==> config.mk <==
export PLATFORM = sky130hd
export DESIGN_NAME = dual_agu
export DESIGN_NICKNAME = d
export VERILOG_FILES = /design/src/rtl/agu_pkg.sv /design/src/rtl/agu_lin_mod.sv /design/src/rtl/agu_brev.sv /design/src/rtl/dual_agu.sv
export SDC_FILE = /design/constraint.sdc
export NUM_CORES = 1
export LEC_CHECK = 0
export CORE_ASPECT_RATIO = 1.4
export CORE_UTILIZATION = 51
export CTS_CLUSTER_SIZE = 12
export DETAILED_ROUTE_END_ITERATION = 7
export DONT_BUFFER_PORTS = 1
export GPL_TIMING_DRIVEN = 0
export HOLD_SLACK_MARGIN = 0.1
export PLACE_DENSITY = 0.73
export REMOVE_ABC_BUFFERS = 1
export SKIP_CTS_REPAIR_TIMING = 1
export SYNTH_ARGS = -nofsm -noshare
export SYNTH_HDL_FRONTEND = slang
export SYNTH_SLANG_ARGS = --single-unit
export TNS_END_PERCENT = 50
==> constraint.sdc <==
create_clock -name clk_i -period 1 [get_ports clk_i]
set_clock_uncertainty 0.2 [all_clocks]
set_input_delay 0.1 -clock clk_i [delete_from_list [all_inputs] [get_ports clk_i]]
set_output_delay 0.1 -clock clk_i [all_outputs]
set_load 0.03 [all_outputs]
==> src/rtl/agu_pkg.sv <==
package agu_pkg;
  localparam int unsigned DATA_BYTES = 64 * 1024;
  localparam int unsigned ADDR_W     = $clog2(DATA_BYTES);
  typedef logic [ADDR_W-1:0] addr_t;
endpackage

==> src/rtl/agu_lin_mod.sv <==
module agu_lin_mod
  import agu_pkg::*;
#(
  parameter int unsigned AW = ADDR_W
) (
  input  logic [AW-1:0] ptr_i,
  input  logic [AW-1:0] step_i,
  input  logic          mod_en_i,
  input  logic [AW-1:0] start_i,
  input  logic [AW-1:0] end_i,
  input  logic          byte_i,
  output logic [AW-1:0] next_o
);
  localparam int unsigned SW = AW + 2;
  localparam logic signed [SW-1:0] ONE = {{(SW-1){1'b0}}, 1'b1};

  logic signed [SW-1:0] sum, len, lo, hi, res;
  logic                 neg;
  logic [1:0]           unused_hi;

  always_comb begin
    neg = step_i[AW-1];
    lo  = $signed({2'b00, start_i});
    hi  = $signed({2'b00, end_i});
    sum = $signed({2'b00, ptr_i}) + $signed({{2{step_i[AW-1]}}, step_i});
    len = hi - lo + ONE;
    res = sum;
    if (mod_en_i && !neg && (sum > hi))     res = sum - len;
    else if (mod_en_i && neg && (sum < lo)) res = sum + len;
  end

  assign unused_hi = res[SW-1:AW];
  assign next_o    = {res[AW-1:1], res[0] & byte_i};
endmodule

==> src/rtl/agu_brev.sv <==
module agu_brev
  import agu_pkg::*;
#(
  parameter int unsigned AW = ADDR_W
) (
  input  logic [AW-1:0] ptr_i,
  input  logic [AW-1:0] mod_i,
  input  logic          byte_i,
  output logic [AW-1:0] next_o
);
  logic [AW-1:0] rev_ptr, rev_mod, rev_sum, fwd;

  // reverse, add, reverse back: carry runs MSB -> LSB
  for (genvar i = 0; i < AW; i++) begin : g_rev
    assign rev_ptr[i] = ptr_i[AW-1-i];
    assign rev_mod[i] = mod_i[AW-1-i];
    assign fwd[i]     = rev_sum[AW-1-i];
  end

  assign rev_sum = rev_ptr + rev_mod;
  assign next_o  = {fwd[AW-1:1], fwd[0] & byte_i};
endmodule

==> src/rtl/dual_agu.sv <==
module dual_agu
  import agu_pkg::*;
#(
  parameter int unsigned AW     = ADDR_W,
  parameter logic [AW-1:0] Y_BASE = AW'(DATA_BYTES / 2)
) (
  input  logic          clk_i,
  input  logic          rst_ni,
  input  logic          dual_i,
  input  logic [AW-1:0] x_ptr_i,
  input  logic [AW-1:0] x_step_i,
  input  logic          x_mod_en_i,
  input  logic [AW-1:0] x_mod_start_i,
  input  logic [AW-1:0] x_mod_end_i,
  input  logic          x_byte_i,
  input  logic          x_dst_i,
  input  logic          x_brev_en_i,
  input  logic [AW-1:0] x_brev_mod_i,
  input  logic [AW-1:0] y_ptr_i,
  input  logic [AW-1:0] y_step_i,
  input  logic          y_mod_en_i,
  input  logic [AW-1:0] y_mod_start_i,
  input  logic [AW-1:0] y_mod_end_i,
  input  logic          y_byte_i,
  output logic [AW-1:0] x_ea_o,
  output logic [AW-1:0] x_next_o,
  output logic          x_oob_o,
  output logic [AW-1:0] y_ea_o,
  output logic [AW-1:0] y_next_o,
  output logic          y_oob_o
);
  logic [AW-1:0] x_lin_nxt, x_brv_nxt, x_nxt, y_nxt, x_ea, y_ea;
  logic          brev_sel;

  agu_lin_mod #(.AW(AW)) u_x_lin (
    .ptr_i(x_ptr_i), .step_i(x_step_i), .mod_en_i(x_mod_en_i),
    .start_i(x_mod_start_i), .end_i(x_mod_end_i), .byte_i(x_byte_i),
    .next_o(x_lin_nxt)
  );

  agu_brev #(.AW(AW)) u_x_brev (
    .ptr_i(x_ptr_i), .mod_i(x_brev_mod_i), .byte_i(x_byte_i),
    .next_o(x_brv_nxt)
  );

  agu_lin_mod #(.AW(AW)) u_y_lin (
    .ptr_i(y_ptr_i), .step_i(y_step_i), .mod_en_i(y_mod_en_i),
    .start_i(y_mod_start_i), .end_i(y_mod_end_i), .byte_i(y_byte_i),
    .next_o(y_nxt)
  );

  assign brev_sel = x_brev_en_i & x_dst_i;
  assign x_nxt    = brev_sel ? x_brv_nxt : x_lin_nxt;
  assign x_ea     = {x_ptr_i[AW-1:1], x_ptr_i[0] & x_byte_i};
  assign y_ea     = {y_ptr_i[AW-1:1], y_ptr_i[0] & y_byte_i};

  always_ff @(posedge clk_i or negedge rst_ni) begin
    if (!rst_ni) begin
      x_ea_o   <= '0;
      x_next_o <= '0;
      x_oob_o  <= 1'b0;
      y_ea_o   <= '0;
      y_next_o <= '0;
      y_oob_o  <= 1'b0;
    end else begin
      x_ea_o   <= x_ea;
      x_next_o <= x_nxt;
      x_oob_o  <= dual_i && (x_ea >= Y_BASE);
      y_oob_o  <= dual_i && (y_ea < Y_BASE);
      if (dual_i) begin
        y_ea_o   <= y_ea;
        y_next_o <= y_nxt;
      end
    end
  end

  AST_WORD_LSB: assert property (@(posedge clk_i) disable iff (!rst_ni)
    !$past(x_byte_i) |-> (x_next_o[0] == 1'b0 && x_ea_o[0] == 1'b0));

  AST_MOD_IN_BUF: assert property (@(posedge clk_i) disable iff (!rst_ni)
    (x_mod_en_i && !brev_sel && x_mod_end_i > x_mod_start_i
     && x_ptr_i >= x_mod_start_i && x_ptr_i <= x_mod_end_i
     && ($signed(x_step_i) <= 2) && ($signed(x_step_i) >= -2))
    |-> (x_lin_nxt >= x_mod_start_i && x_lin_nxt <= x_mod_end_i));

  AST_Y_HOLD: assert property (@(posedge clk_i) disable iff (!rst_ni)
    !$past(dual_i) |-> ($stable(y_next_o) && $stable(y_ea_o)));

  AST_OOB_DUAL: assert property (@(posedge clk_i) disable iff (!rst_ni)
    (x_oob_o || y_oob_o) |-> $past(dual_i));

  AST_BREV_POW2: assert property (@(posedge clk_i) disable iff (!rst_ni)
    brev_sel |-> ($countones(x_brev_mod_i) == 1));
endmodule

Word level (Yosys, flattened, before mapping) --
Cells that the tools add are included.
Storage, ports and cells: register bits 66, input port bits 153, output and inout bits 66, word-level logic and storage cells 46
Cells by class: add/subtract/negate cells 11, $lt $le $gt $ge 6, multiplexer cells 5, bitwise operators 6, reductions and logical operators 12
Operators by type and width (count):
- $mux 16 | 5
- $sub 16x16->16 | 4
- $add 16x16->16 | 3
- $add 17x16->18 | 2
- $gt 18x17->1 | 2
- $lt 18x17->1 | 2
- $add 16x2->16 const B | 2
- $ge 16x16->1 const B | 1
- $lt 16x16->1 const B | 1
- $logic_and 1x1->1 | 10
- $and 1x1->1 | 6
- $logic_not 1->1 | 2

Depth between registers and ports, before layout --
word-level depth 7, mapped depth 24, mapped depth without buffers 24

By module --
From an unflattened synthesis, not the netlist that was laid out.
Second synthesis, totals: cell total of the unflattened synthesis 1362, area, all modules 11398.4 µm²
By module, submodules not included:
- agu_lin_mod (u_x_lin) | times used 1, cells each 579, area an instance 4174.0 µm², seq. area each 0.0 µm²
- agu_lin_mod (u_y_lin) | times used 1, cells each 567, area an instance 4102.7 µm², seq. area each 0.0 µm²
- dual_agu | times used 1, cells each 125, area an instance 2411.1 µm², seq. area each 1651.6 µm²
- agu_brev | times used 1, cells each 91, area an instance 710.7 µm², seq. area each 0.0 µm²

Least setup slack after synthesis --
No wires, ideal clock.
path type input port to flip-flop, start point in y_mod_start_i[2], end point reg y_next_o[15], setup time 0.137 ns, data arrival time 3.892 ns, required time 0.663 ns, slack -3.229 ns, cell stages on the path 21, buffers on the path 0, path through inv_1 -> ha_1 -> ha_1 -> a21o_1 -> a21oi_1 -> o21bai_1 -> a21oi_1 -> o21bai_1 -> a211oi_1 -> nor2_1 -> nor2_1 -> xnor2_1 -> ha_1 -> or4_1 -> o21ai_0 -> o31ai_1 -> a311o_1 -> xnor2_1 -> nand2_1 -> mux2i_1 -> o311ai_1
On the way: longest elaborated chain between the ends 5, elaborated cells on any way between the ends 8, those cells by class add/sub (4); order compare (1); mux (2); reduce/logical (1)
Ends and longest elaborated chain:
- start: declaration | line dual_agu.sv:22 | input logic [AW-1:0] y_mod_start_i,
- $sub 16x16->16 | line agu_lin_mod.sv:26 | len = hi - lo + ONE;
- $add 16x2->16 | line agu_lin_mod.sv:26
- $add 16x16->16 | line agu_lin_mod.sv:29 | else if (mod_en_i && neg && (sum < lo)) res = sum + len;
- $mux 16 | line agu_lin_mod.sv:29
- $mux 16 * | line agu_lin_mod.sv:28 | if (mod_en_i && !neg && (sum > hi)) res = sum - len;
- end signal: assignment | line dual_agu.sv:72 | y_next_o <= y_nxt;
- end: declaration | line dual_agu.sv:29 | output logic [AW-1:0] y_next_o,
Mark *: on every way between the ends. The rest lies on a longest branch, timed or not. A chain may end at the register's enable or synchronous reset.

Worst setup path after layout --
start point in y_ptr_i[0], end point reg y_next_o[0]
On the way: longest elaborated chain between the ends 6, elaborated cells on any way between the ends 10, those cells by class add/sub (3); order compare (2); mux (2); bitwise (1); reduce/logical (2)
Ends and longest elaborated chain:
- start: declaration | line dual_agu.sv:19 | input logic [AW-1:0] y_ptr_i,
- $add 17x16->18 * | line agu_lin_mod.sv:25 | sum = $signed({2'b00, ptr_i}) + $signed({{2{step_i[AW-1]}}, step_i});
- $lt 18x17->1 | line agu_lin_mod.sv:29
- $logic_and 1x1->1 | line agu_lin_mod.sv:29
- $mux 16 | line agu_lin_mod.sv:29
- $mux 16 * | line agu_lin_mod.sv:28
- $and 1x1->1 * | line agu_lin_mod.sv:33 | assign next_o = {res[AW-1:1], res[0] & byte_i};
Marks and branches as above.

==> results.toml <==
[pwr]
sequentialPowerShare_pct = 19.8
p_switching_mw = 12.9
power_frac_clock_pct = 13.5
p_int_mw = 13.2
p_per_area_mw_per_mm2 = 1900
switching_share_pct = 49.5
comb_power_share_pct = 66.7
p_leak_nw = 6.15
vdd_drop_max_uv = 979

[sta]
fin_tns_setup_ns = -107.70
setup_viol = 113
min_period_over_period_pct = 430
hold_viol_final = 102
slew_viol_final = 0
rsz0062_at_grt = "true"
tightest_slew_ns = 1.21
whs_ns = -0.760
fin_ws_ns = -3.30
min_period_ns = 4.30
fmax_ghz = 0.232
max-slew-margin-rel_pct = 19.1

[logic_synthesis]
synthTopCellsByArea = "ha_1 (26%), dfrtp_1 (15%), inv_1 (5.0%)"
synthFlopType = "dfrtp_1"
syn-mean-instance-area_um2 = 8.28
yosys.area.top_type = "ha_1"
synth_edf_count = 0
ys_seq_elements = 66
syn_area_mm2 = 0.0109
synthXorXnorAreaFrac_pct = 6.52
yosys.area_share.simple_pct = 14.7
synth_mux_area_share_pct = 2.31
synth_top_family_by_area = "adder cells"
yosys.cell_types.count = 89
netlist.area_leader.share_pct = 26.3
yosysWarnings = 0
synthArstFlopShare_pct = 100
synthCells = 1315
synthAdderAreaFrac_pct = 28.0
synth_compound_area_share_pct = 26.6
ys_seq_area_share_pct = 15.2

[detailed_routing]
ant_nets = 0
dr.pass1.iters = 7
detail_route.wl_per_cell_um = 22.3
vias = 10800
viasPerCell = 6.49
detail_route.iter0.violations = 769
drt_drc_violations_left = 14
drt_wl_total_um = 37000

[cells_and_area]
drive_gt1_share_pct = 27.2
fillCellCount = 1586
nNetsFinal = 1790
area_delta_synth_final_pct = 26.2
antennaDiodeCount = 0
multiInputGateArea_mm2 = 0.00992
area.sequential_mm2 = 0.00173

[grt]
overflow = 0
grt_max_degree = 67
first_global_vias = 9735
antenna_found_initial = 0
grt_pass1_wl_um = 46800
grt_usage_pct = 26.8

[worst_setup_path]
cp_max_fo = 7
worstPathArrival_ns = 4.33
r2r_setup_slack_ns = -0.10
endpoint_kind = "flop"
worstSetupPathType = "in2reg"
required_ns = 1.03
worstSetupStartpointType = "primary input"

[status]
outcome = "complete, but fails checks"
violations = "design-rule violations, negative hold slack, negative setup slack"

[clock_network]
insertion_delay_ns = 0.34
htree_levels = 3
cts_tree = "done"
cts_buffers = 9
clkTransAtPathRegs_ns = 0.06
cts.path.max_buffers = 2
cts_root_buf = "clkbuf_16"
cts_sinks = 66

[run]
drv_cap = 0

[placement]
dp_hpwl_um = 24700
port_buffers = 0
gp_congestion = 0.937
dp_slack_ns = -5.18

[die]
start_util_pct = 52.5
row_count = 62
die_w_um = 125
die_area_mm2 = 0.0219
fp.dieH_um = 175
num_io_pins = 219
core_area_mm2 = 0.0207

[worst_hold_path]
hold_class = "in2async"
-- stage by stage --
| stage | instance area, µm² | power, mW | instances | hold slack, ns | utilization [%] |
|---|---|---|---|---|---|
| global route | 13700 | 27.7 | 1659 | -0.772 | 66.3 |
| detailed placement | 11000 | 18.0 | 1540 | -0.395 | 53.3 |
| finish | 13700 | 26.1 | 1659 | -0.760 | 66.3 |
| global placement | 11000 | 17.7 | 1539 | -0.394 | 53.2 |
| CTS | 11400 | 21.6 | 1555 | -0.774 | 54.8 |
| floorplan | 10700 | 15.3 | 1283 | -0.396 | - |
-- final cells by class --
| type | count | area share [%] |
|---|---|---|
| Clock buffer | 9 | 1.64 |
| Multi-Input combinational cell | 1077 | 72.2 |
| Sequential cell | 66 | 12.6 |
| Inverter | 147 | 4.08 |
| Clock inverter | 6 | 0.674 |
| Timing Repair Buffer | 98 | 6.44 |
| Tap cell | 256 | 2.33 |
-- per-layer routing --
layer,GRT usage (%),wire [µm],vias up
met4,11.3,2520,0
met3,5.76,2600,150
met2,53.1,19900,478
li1,-,-,5016
met1,26.2,12000,5130
met5,0,0,-
-- cells in the mapped netlist, drive strengths merged (5+ instances only) --
| cell type | number |
|---|---|
| o21ai | 60 |
| buf | 12 |
| o41ai | 8 |
| or3 | 15 |
| o32ai | 5 |
| o211ai | 14 |
| a22o | 5 |
| mux2i | 6 |
| a31oi | 15 |
| and2 | 7 |
| o22ai | 10 |
| nor2 | 104 |
| mux2 | 17 |
| xor2 | 23 |
| nor3 | 31 |
| a221oi | 6 |
| o21bai | 19 |
| o31a | 5 |
| inv | 146 |
| a21o | 28 |
| dfrtp | 66 |
| a21oi | 96 |
| clkbuf | 20 |
| and3 | 12 |
| a211oi | 19 |
| a2bb2oi | 5 |
| or2 | 6 |
| ha | 229 |
| nand2 | 66 |
| nand2b | 20 |
| nor2b | 20 |
| o31ai | 14 |
| fa | 9 |
| nand3 | 20 |
| o2bb2ai | 9 |
| o21a | 12 |
| o221ai | 5 |
| a221o | 7 |
| o311ai | 7 |
| a211o | 5 |
| nand4 | 11 |
| xnor2 | 58 |
-- final timing paths --
path | startpoint | end | depth (start not counted)
hold reg to reg | y_next_o[9] | y_next_o[9] | 1
max in group asynchronous | rst_ni | x_next_o[13] | 0
setup reg to reg | y_ea_o[2] | y_ea_o[2] | 1
min in group clk_i | dual_i | y_next_o[1] | 1
setup / recovery | y_ptr_i[0] | y_next_o[0] | 19
hold / removal | rst_ni | x_ea_o[3] | 0
-- logic make-up (layout without fill, tap and decap cells) --
group / Yosys count / in the layout
and+or+nand+nor: 327 / 328
xor gates and xnor gates: 81 / 81
DFF: 66 / 66
AOI/OAI and AO/OA: 401 / 407
adders and majority gates: 238 / 238
muxes: 23 / 23
buffers and inverters: 179 / 260
-- flip-flops by register name (all words and copies together) (netlist names) --
register / flops
x_oob_o: 1
y_oob_o: 1
y_ea_o: 16
y_next_o: 16
x_ea_o: 16
x_next_o: 16
-- layout by cell type, fill, tap and decap left out, drive strengths merged, types with 11 or more instances in the layout --
cell,count
nor2,104
a211oi,19
inv,145
nand4,11
dfrtp,66
xnor2,58
and3,12
or3,15
mux2,17
nand2b,20
xor2,23
o31ai,14
o21a,12
a21oi,96
nand3,20
nand2,67
nor3,31
a21o,28
buf,63
o21bai,19
dlygate4sd3,34
nor2b,20
ha,229
o21ai,60
o211ai,15
a31oi,15
-- power by group through the flow --
stage | Clock [mW] | Combinational (mW) | Sequential [mW]
3_5_place_dp | 0 | 13.0 | 5.05
5_1_grt | 3.64 | 18.8 | 5.23
3_3_place_gp | 0 | 12.7 | 5.06
4_1_cts | 3.56 | 13.0 | 5.01
6_report | 3.54 | 17.4 | 5.18
2_1_floorplan | 0 | 10.4 | 4.85
-- critical path: stages --
cell       delay [ns]
ha_4             0.16
fa_2             0.40
a211oi_4         0.27
o21a_2           0.20
o41ai_4          0.11
o21a_2           0.26
a21o_1           0.19
a21oi_4          0.19
xnor2_4          0.15
ha_4             0.31
o21ai_4          0.08
a2111oi_4        0.31
buf_4            0.21
a2111oi_4        0.09
buf_4            0.22
a221o_4          0.44
nor2_4           0.23
mux2i_1          0.28
o2bb2ai_1        0.11
(Power assumes the default switching activity.)
